### src/rtl/sar_seq_pkg.sv
package sar_seq_pkg;

  typedef enum logic [1:0] {
    PH_IDLE,
    PH_SAMPLE,
    PH_TRIAL,
    PH_SETTLE
  } phase_e;

  // Which phase a conversion-clock period index belongs to.
  function automatic phase_e classify(input int p, input int n_samp, input int n_bits);
    if (p < n_samp)
      return PH_SAMPLE;
    else if (p < n_samp + n_bits)
      return PH_TRIAL;
    else
      return PH_SETTLE;
  endfunction

  // Bit position under trial in period p (MSB is tried first).
  function automatic int trial_pos(input int p, input int n_samp, input int n_bits);
    return n_bits - 1 - (p - n_samp);
  endfunction

  // System clocks spent in a conversion.
  function automatic int conv_cycles(input int periods, input int div);
    return periods * div;
  endfunction

endpackage

### src/rtl/sar_clk_div.sv
module sar_clk_div #(
  parameter int DIV_FAST = 4,
  parameter int DIV_SLOW = 8
) (
  input  logic clk,
  input  logic rst_n,
  input  logic run,
  input  logic slow,
  output logic tick
);
  localparam int CW = $clog2(DIV_SLOW);

  logic [CW-1:0] cnt;
  logic [CW-1:0] lim;

  assign lim  = slow ? CW'(DIV_SLOW - 1) : CW'(DIV_FAST - 1);
  assign tick = run && (cnt == lim);

  always_ff @(posedge clk or negedge rst_n) begin
    if (!rst_n)
      cnt <= '0;
    else if (!run || tick)
      cnt <= '0;
    else
      cnt <= cnt + 1'b1;
  end
endmodule

### src/rtl/sar_phase_ctr.sv
module sar_phase_ctr
  import sar_seq_pkg::*;
#(
  parameter int SAMPLE_PERIODS = 10,
  parameter int RES_W          = 8,
  parameter int TOTAL_PERIODS  = 31,
  parameter int IW             = $clog2(RES_W)
) (
  input  logic          clk,
  input  logic          rst_n,
  input  logic          run,
  input  logic          tick,
  output phase_e        phase,
  output logic [IW-1:0] bitpos,
  output logic          last
);
  localparam int PW = $clog2(TOTAL_PERIODS + 1);

  logic [PW-1:0] period;

  always_ff @(posedge clk or negedge rst_n) begin
    if (!rst_n)
      period <= '0;
    else if (!run)
      period <= '0;
    else if (tick)
      period <= period + 1'b1;
  end

  assign phase  = run ? classify(int'(period), SAMPLE_PERIODS, RES_W) : PH_IDLE;
  assign bitpos = (phase == PH_TRIAL)
                  ? IW'(trial_pos(int'(period), SAMPLE_PERIODS, RES_W)) : '0;
  assign last   = run && tick && (period == PW'(TOTAL_PERIODS - 1));
endmodule

### src/rtl/sar_approx_reg.sv
module sar_approx_reg #(
  parameter int RES_W = 8,
  parameter int IW    = $clog2(RES_W)
) (
  input  logic             clk,
  input  logic             rst_n,
  input  logic             clear,
  input  logic             active,
  input  logic             step,
  input  logic [IW-1:0]    bitpos,
  input  logic             cmp_hi,
  output logic [RES_W-1:0] trial_mask,
  output logic [RES_W-1:0] code
);
  logic [RES_W-1:0] acc;

  assign trial_mask = active ? (RES_W'(1) << bitpos) : '0;
  assign code       = acc | trial_mask;

  always_ff @(posedge clk or negedge rst_n) begin
    if (!rst_n)
      acc <= '0;
    else if (clear)
      acc <= '0;
    else if (step && active && cmp_hi)
      acc <= acc | trial_mask;
  end
endmodule

### src/rtl/sar_conv_seq.sv
module sar_conv_seq
  import sar_seq_pkg::*;
#(
  parameter int RES_W          = 8,
  parameter int CH_W           = 3,
  parameter int SAMPLE_PERIODS = 10,
  parameter int TOTAL_PERIODS  = 31,
  parameter int DIV_FAST       = 4,
  parameter int DIV_SLOW       = 8
) (
  input  logic             clk,
  input  logic             rst_n,
  input  logic             start,
  input  logic [CH_W-1:0]  chan_in,
  input  logic             clk_sel,
  input  logic             cmp_hi,
  output logic [CH_W-1:0]  chan_mux,
  output logic             sample_en,
  output logic [RES_W-1:0] dac_code,
  output logic             busy,
  output logic [RES_W-1:0] result,
  output logic             done,
  output logic             irq
);
  localparam int IW = $clog2(RES_W);

  // Named internal events, observed by the bound checker.
  logic             accept;
  logic             conv_tick;
  logic             end_of_conv;
  logic             sel_q;
  phase_e           phase;
  logic [IW-1:0]    bitpos;
  logic [RES_W-1:0] trial_mask;

  assign accept = start && !busy;

  always_ff @(posedge clk or negedge rst_n) begin
    if (!rst_n) begin
      busy     <= 1'b0;
      sel_q    <= 1'b0;
      chan_mux <= '0;
    end else if (accept) begin
      busy     <= 1'b1;
      sel_q    <= clk_sel;
      chan_mux <= chan_in;
    end else if (end_of_conv) begin
      busy     <= 1'b0;
    end
  end

  sar_clk_div #(
    .DIV_FAST (DIV_FAST),
    .DIV_SLOW (DIV_SLOW)
  ) u_div (
    .clk   (clk),
    .rst_n (rst_n),
    .run   (busy),
    .slow  (sel_q),
    .tick  (conv_tick)
  );

  sar_phase_ctr #(
    .SAMPLE_PERIODS (SAMPLE_PERIODS),
    .RES_W          (RES_W),
    .TOTAL_PERIODS  (TOTAL_PERIODS),
    .IW             (IW)
  ) u_phase (
    .clk    (clk),
    .rst_n  (rst_n),
    .run    (busy),
    .tick   (conv_tick),
    .phase  (phase),
    .bitpos (bitpos),
    .last   (end_of_conv)
  );

  sar_approx_reg #(
    .RES_W (RES_W),
    .IW    (IW)
  ) u_sar (
    .clk        (clk),
    .rst_n      (rst_n),
    .clear      (accept),
    .active     (phase == PH_TRIAL),
    .step       (conv_tick),
    .bitpos     (bitpos),
    .cmp_hi     (cmp_hi),
    .trial_mask (trial_mask),
    .code       (dac_code)
  );

  assign sample_en = (phase == PH_SAMPLE);

  always_ff @(posedge clk or negedge rst_n) begin
    if (!rst_n) begin
      result <= '0;
      done   <= 1'b0;
      irq    <= 1'b0;
    end else begin
      done <= end_of_conv;
      if (end_of_conv) begin
        result <= dac_code;
        irq    <= 1'b1;
      end else if (accept) begin
        irq    <= 1'b0;
      end
    end
  end
endmodule

### config.mk
export PLATFORM = sky130hd
export DESIGN_NAME = sar_conv_seq
export DESIGN_NICKNAME = d
export VERILOG_FILES = /design/src/rtl/sar_seq_pkg.sv /design/src/rtl/sar_clk_div.sv /design/src/rtl/sar_phase_ctr.sv /design/src/rtl/sar_approx_reg.sv /design/src/rtl/sar_conv_seq.sv
export SDC_FILE = /design/constraint.sdc
export NUM_CORES = 1
export LEC_CHECK = 0
export ABC_CLOCK_PERIOD_IN_PS = 1700
export BUFFER_PORTS_ARGS = -buffer_cell sky130_fd_sc_hd__buf_2
export CAP_MARGIN = 20
export CORE_MARGIN = 2
export CORE_UTILIZATION = 40
export DETAILED_ROUTE_END_ITERATION = 7
export GPL_TIMING_DRIVEN = 1
export PLACE_DENSITY = 0.69
export SYNTH_ARGS = -nofsm -noshare
export SYNTH_HDL_FRONTEND = slang
export SYNTH_SLANG_ARGS = --single-unit
### constraint.sdc
create_clock -name clk -period 1.7 [get_ports clk]
set_clock_uncertainty 0.2 [all_clocks]
set_input_delay 0.34 -clock clk [delete_from_list [all_inputs] [get_ports clk]]
set_output_delay 0.34 -clock clk [all_outputs]
set_load 0.05 [all_outputs]
==> impl_metrics.py <==
metrics = {
    "outcome": {
        "violations": "negative setup slack",
        "status": "finished, violations left",
    },
    "worst_setup_path": {
        "r2r_start": "u_phase.period[1]",
        "worst-setup-path-type": "register to output port",
        "worst_setup_path_end_kind": "output port",
        "r2r_end": "u_sar.acc[6]",
        "path_cells": "inv_2, ha_4, and3b_2, o21ai_4, buf_12, o21bai_4, buf_6",
        "max_stage_delay_ns": 0.39,
        "cp.required_ns": 1.16,
        "cp_max_fo": 6,
        "timing.critical_path.from": "u_phase.period[1]",
        "crit_buf_inv": 3,
        "crit_path_top_delay_cell": "dfrtp_1",
        "crit_path_start_kind": "register",
        "r2r.worst_path.cells": 8,
        "r2r_slack_ns": -0.18,
        "path_depth": 7,
        "crit_path_end": "dac_code[5]",
        "crit_family": "buffers and inverters",
        "cp.arrival_ns": 1.70,
    },
    "clock_network": {
        "clockRootBuffer": "clkbuf_8",
        "cts_tree": "done",
        "clockBufferDepth": 2,
        "clkLatencyLatePin_ns": 0.29,
        "path_clk_slew_ns": 0.07,
        "cts_buffers": 5,
        "cts_sinks": 31,
        "htree_levels": 2,
    },
    "finish": {
        "fillers": 232,
        "layout-drive-gt1-share": 0.619,
        "mostFrequentLayoutCells": "30 x dfrtp_1, 25 x buf_4, 21 x buf_2, 12 x buf_6, 11 x nand2_1",
        "areaGrowthSynthToFinish_pct": 68.7,
        "diodes": 0,
        "finish.utilization": 0.694,
        "mostFrequentLayoutCell": "dfrtp_1",
        "layout.nets": 206,
        "design_area_sq_um": 2500,
    },
    "sta": {
        "rsz0062_at_grt": "true",
        "slew_violations": 0,
        "tightest_slew_ns": 0.452,
        "fin_hold_ws_ns": 0.0605,
        "finalSetupViolCount": 26,
        "finalHoldViolCount": 0,
        "clock.fmax_mhz": 446,
        "fin_crit_ns": 2.24,
        "period_share": 1.32,
        "relSlewSlack": 0.696,
        "setup_slack_ns": -0.543,
    },
    "route": {
        "routed_wl_um": 4250,
        "drtPass1Iterations": 7,
        "via_per_inst": 5.28,
        "wl_per_cell_um": 17.6,
        "m1WireLength_um": 1790,
        "drc_errors": 0,
        "wl_met3_um": 182,
        "top_layer": "met4",
        "ant_nets": 0,
        "dr_wl_met2_um": 2200,
        "first_iter_violations": 49,
        "vias": 1278,
    },
    "pwr": {
        "peakVddDrop_v": 0.000799,
        "combPwrFrac": 0.556,
        "power_density_nw_per_um2": 1590,
        "p_clk_frac": 0.192,
        "p_total_w": 0.00397,
        "seq_power_share": 0.252,
        "switchingPower_w": 0.00165,
        "swShare": 0.415,
        "internal_power_w": 0.00232,
        "leakagePower_nw": 1.21,
    },
    "synth": {
        "ys_warn_count": 0,
        "yosysUniqueCellTypes": 32,
        "syn_inst": 124,
        "syn_area_sq_um": 1480,
        "yosysTopAreaCellShare": 0.523,
        "synth_top_cells_by_area": "dfrtp_1 52%, mux2_4 7.1%, ha_1 4.2%",
        "yosysSeqAreaShare": 0.523,
        "synth_seq_cells": 31,
        "synth_top_area_cell": "dfrtp_1",
        "avgSynthCellArea_sq_um": 12.0,
        "synth_fp_nets": 137,
    },
    "placement": {
        "io_buffers": 30,
        "pre_cts_ws_ns": -0.376,
        "gp_congestion": 0.785,
        "post-dp-hpwl_um": 2600,
        "place_area_sq_um": 2010,
    },
    "floorplan": {
        "fp.dieH_um": 64.9,
        "start_util": 0.411,
        "die_w_um": 64.9,
        "rows": 22,
        "io-pin-count": 31,
        "dieArea_sq_um": 4210,
        "core_area_sq_um": 3610,
    },
    "global_route": {
        "grt_max_degree": 19,
        "grt_overflow": 0,
        "grt_pass1_wl_um": 6670,
        "grt_pass1_vias": 1352,
        "antenna_found_initial": 0,
        "grtUsageTotal": 0.215,
    },
    "worst_hold_path": {
        "hp-class": "input port to register",
    },
    "run": {
        "drv_cap": 0,
    },
}
==> how the worst min path moves through the flow <==
stage,startpoint,endpoint,slack [ns],depth (start not counted)
detailed placement,rst_n,irq,0.09,1
CTS,chan_in[0],chan_mux[0],0.06,2
finish,chan_in[0],chan_mux[0],0.06,2
global placement,rst_n,irq,0.09,1
floorplan,rst_n,busy,-0.16,0
global route,chan_in[0],chan_mux[0],0.07,2
==> repair_timing <==
| action | CTS | global route |
|---|---|---|
| cloned | 1 | 0 |
| hold buffers | 1 | 0 |
| setup buffers | 8 | 5 |
| endpoints found under the hold margin | 16 | 0 |
| endpoints found under the setup margin | 25 | 29 |
| resized for setup | 38 | 18 |
| pin swaps | 12 | 3 |
==> stage by stage <==
step	TNS [ns]	std cells
after detailed placement	-3.86	221
after floorplan	-2.87	124
after CTS	-5.57	239
after global placement	-2.95	221
after global routing	-7.50	242
final	-5.82	242
==> power by group through the flow <==
stage	combinational, W	clock, W	sequential, W
6_report	0.00221	0.000761	0.00100
5_1_grt	0.00235	0.000810	0.00102
4_1_cts	0.00203	0.000771	0.000982
3_5_place_dp	0.00169	0	0.000991
3_3_place_gp	0.00163	0	0.000982
2_1_floorplan	0.00110	0	0.00105
==> cell type report <==
cell class / count / area [sq um] / share of cell area
Sequential cell: 31 / 777 / 0.311
Multi-Input combinational cell: 82 / 947 / 0.379
Timing Repair Buffer: 66 / 568 / 0.227
Clock buffer: 6 / 82.6 / 0.0330
Inverter: 7 / 31.3 / 0.0125
Clock inverter: 2 / 35.0 / 0.0140
Tap cell: 48 / 60.1 / 0.0240
==> kinds of logic after synthesis <==
family                   synth area share
buffers and inverters              0.0354
XOR/XNOR                           0.0245
AO/OA/AOI/OAI                       0.128
adder cells (fa/ha/maj)            0.0422
flip-flops                          0.523
multiplexers                        0.122
AND/OR/NAND/NOR                     0.124
==> cell usage after synthesis <==
cell	count
nand3_1	5
buf_2	3
a21o_1	1
mux2_2	2
xnor2_4	1
or3_1	3
and4_1	1
nand4_2	1
mux2i_1	2
nand4_1	2
o21ai_1	2
and3b_1	1
o21ai_0	2
mux2_1	3
ha_1	5
inv_1	5
dfrtp_1	31
and2_1	1
xor2_1	1
mux2_4	7
nand2b_1	3
o31ai_1	8
a21oi_1	4
nand3b_1	1
nor3_1	1
a21boi_1	1
buf_6	1
inv_2	2
o21bai_1	8
a211oi_1	2
nand2_1	12
nor3b_1	2
==> routing by layer <==
layer / GRT usage / vias to the layer above
met1: 0.254 / 651
met4: 0.0638 / 0
met5: 0 / -
met3: 0.0590 / 8
met2: 0.378 / 34
li1: - / 585
==> flip-flops by register name, summed over array words and instances (netlist names) <==
name and count:
result 8, sel_q 1, u_phase.period 5, busy 1, u_div.cnt 3, chan_mux 3, u_sar.acc 8, irq 1
done 1
==> worst register-to-register path: cells and delay by family, from the launching register on <==
kind | cells | cell delay (ns)
flip-flops | 1 | 0.39
AO/OA/AOI/OAI | 2 | 0.30
AND/OR/NAND/NOR | 1 | 0.26
adder cells (fa/ha/maj) | 1 | 0.16
buffers and inverters | 4 | 0.49
Note: power is estimated with default switching activity, not from simulation.
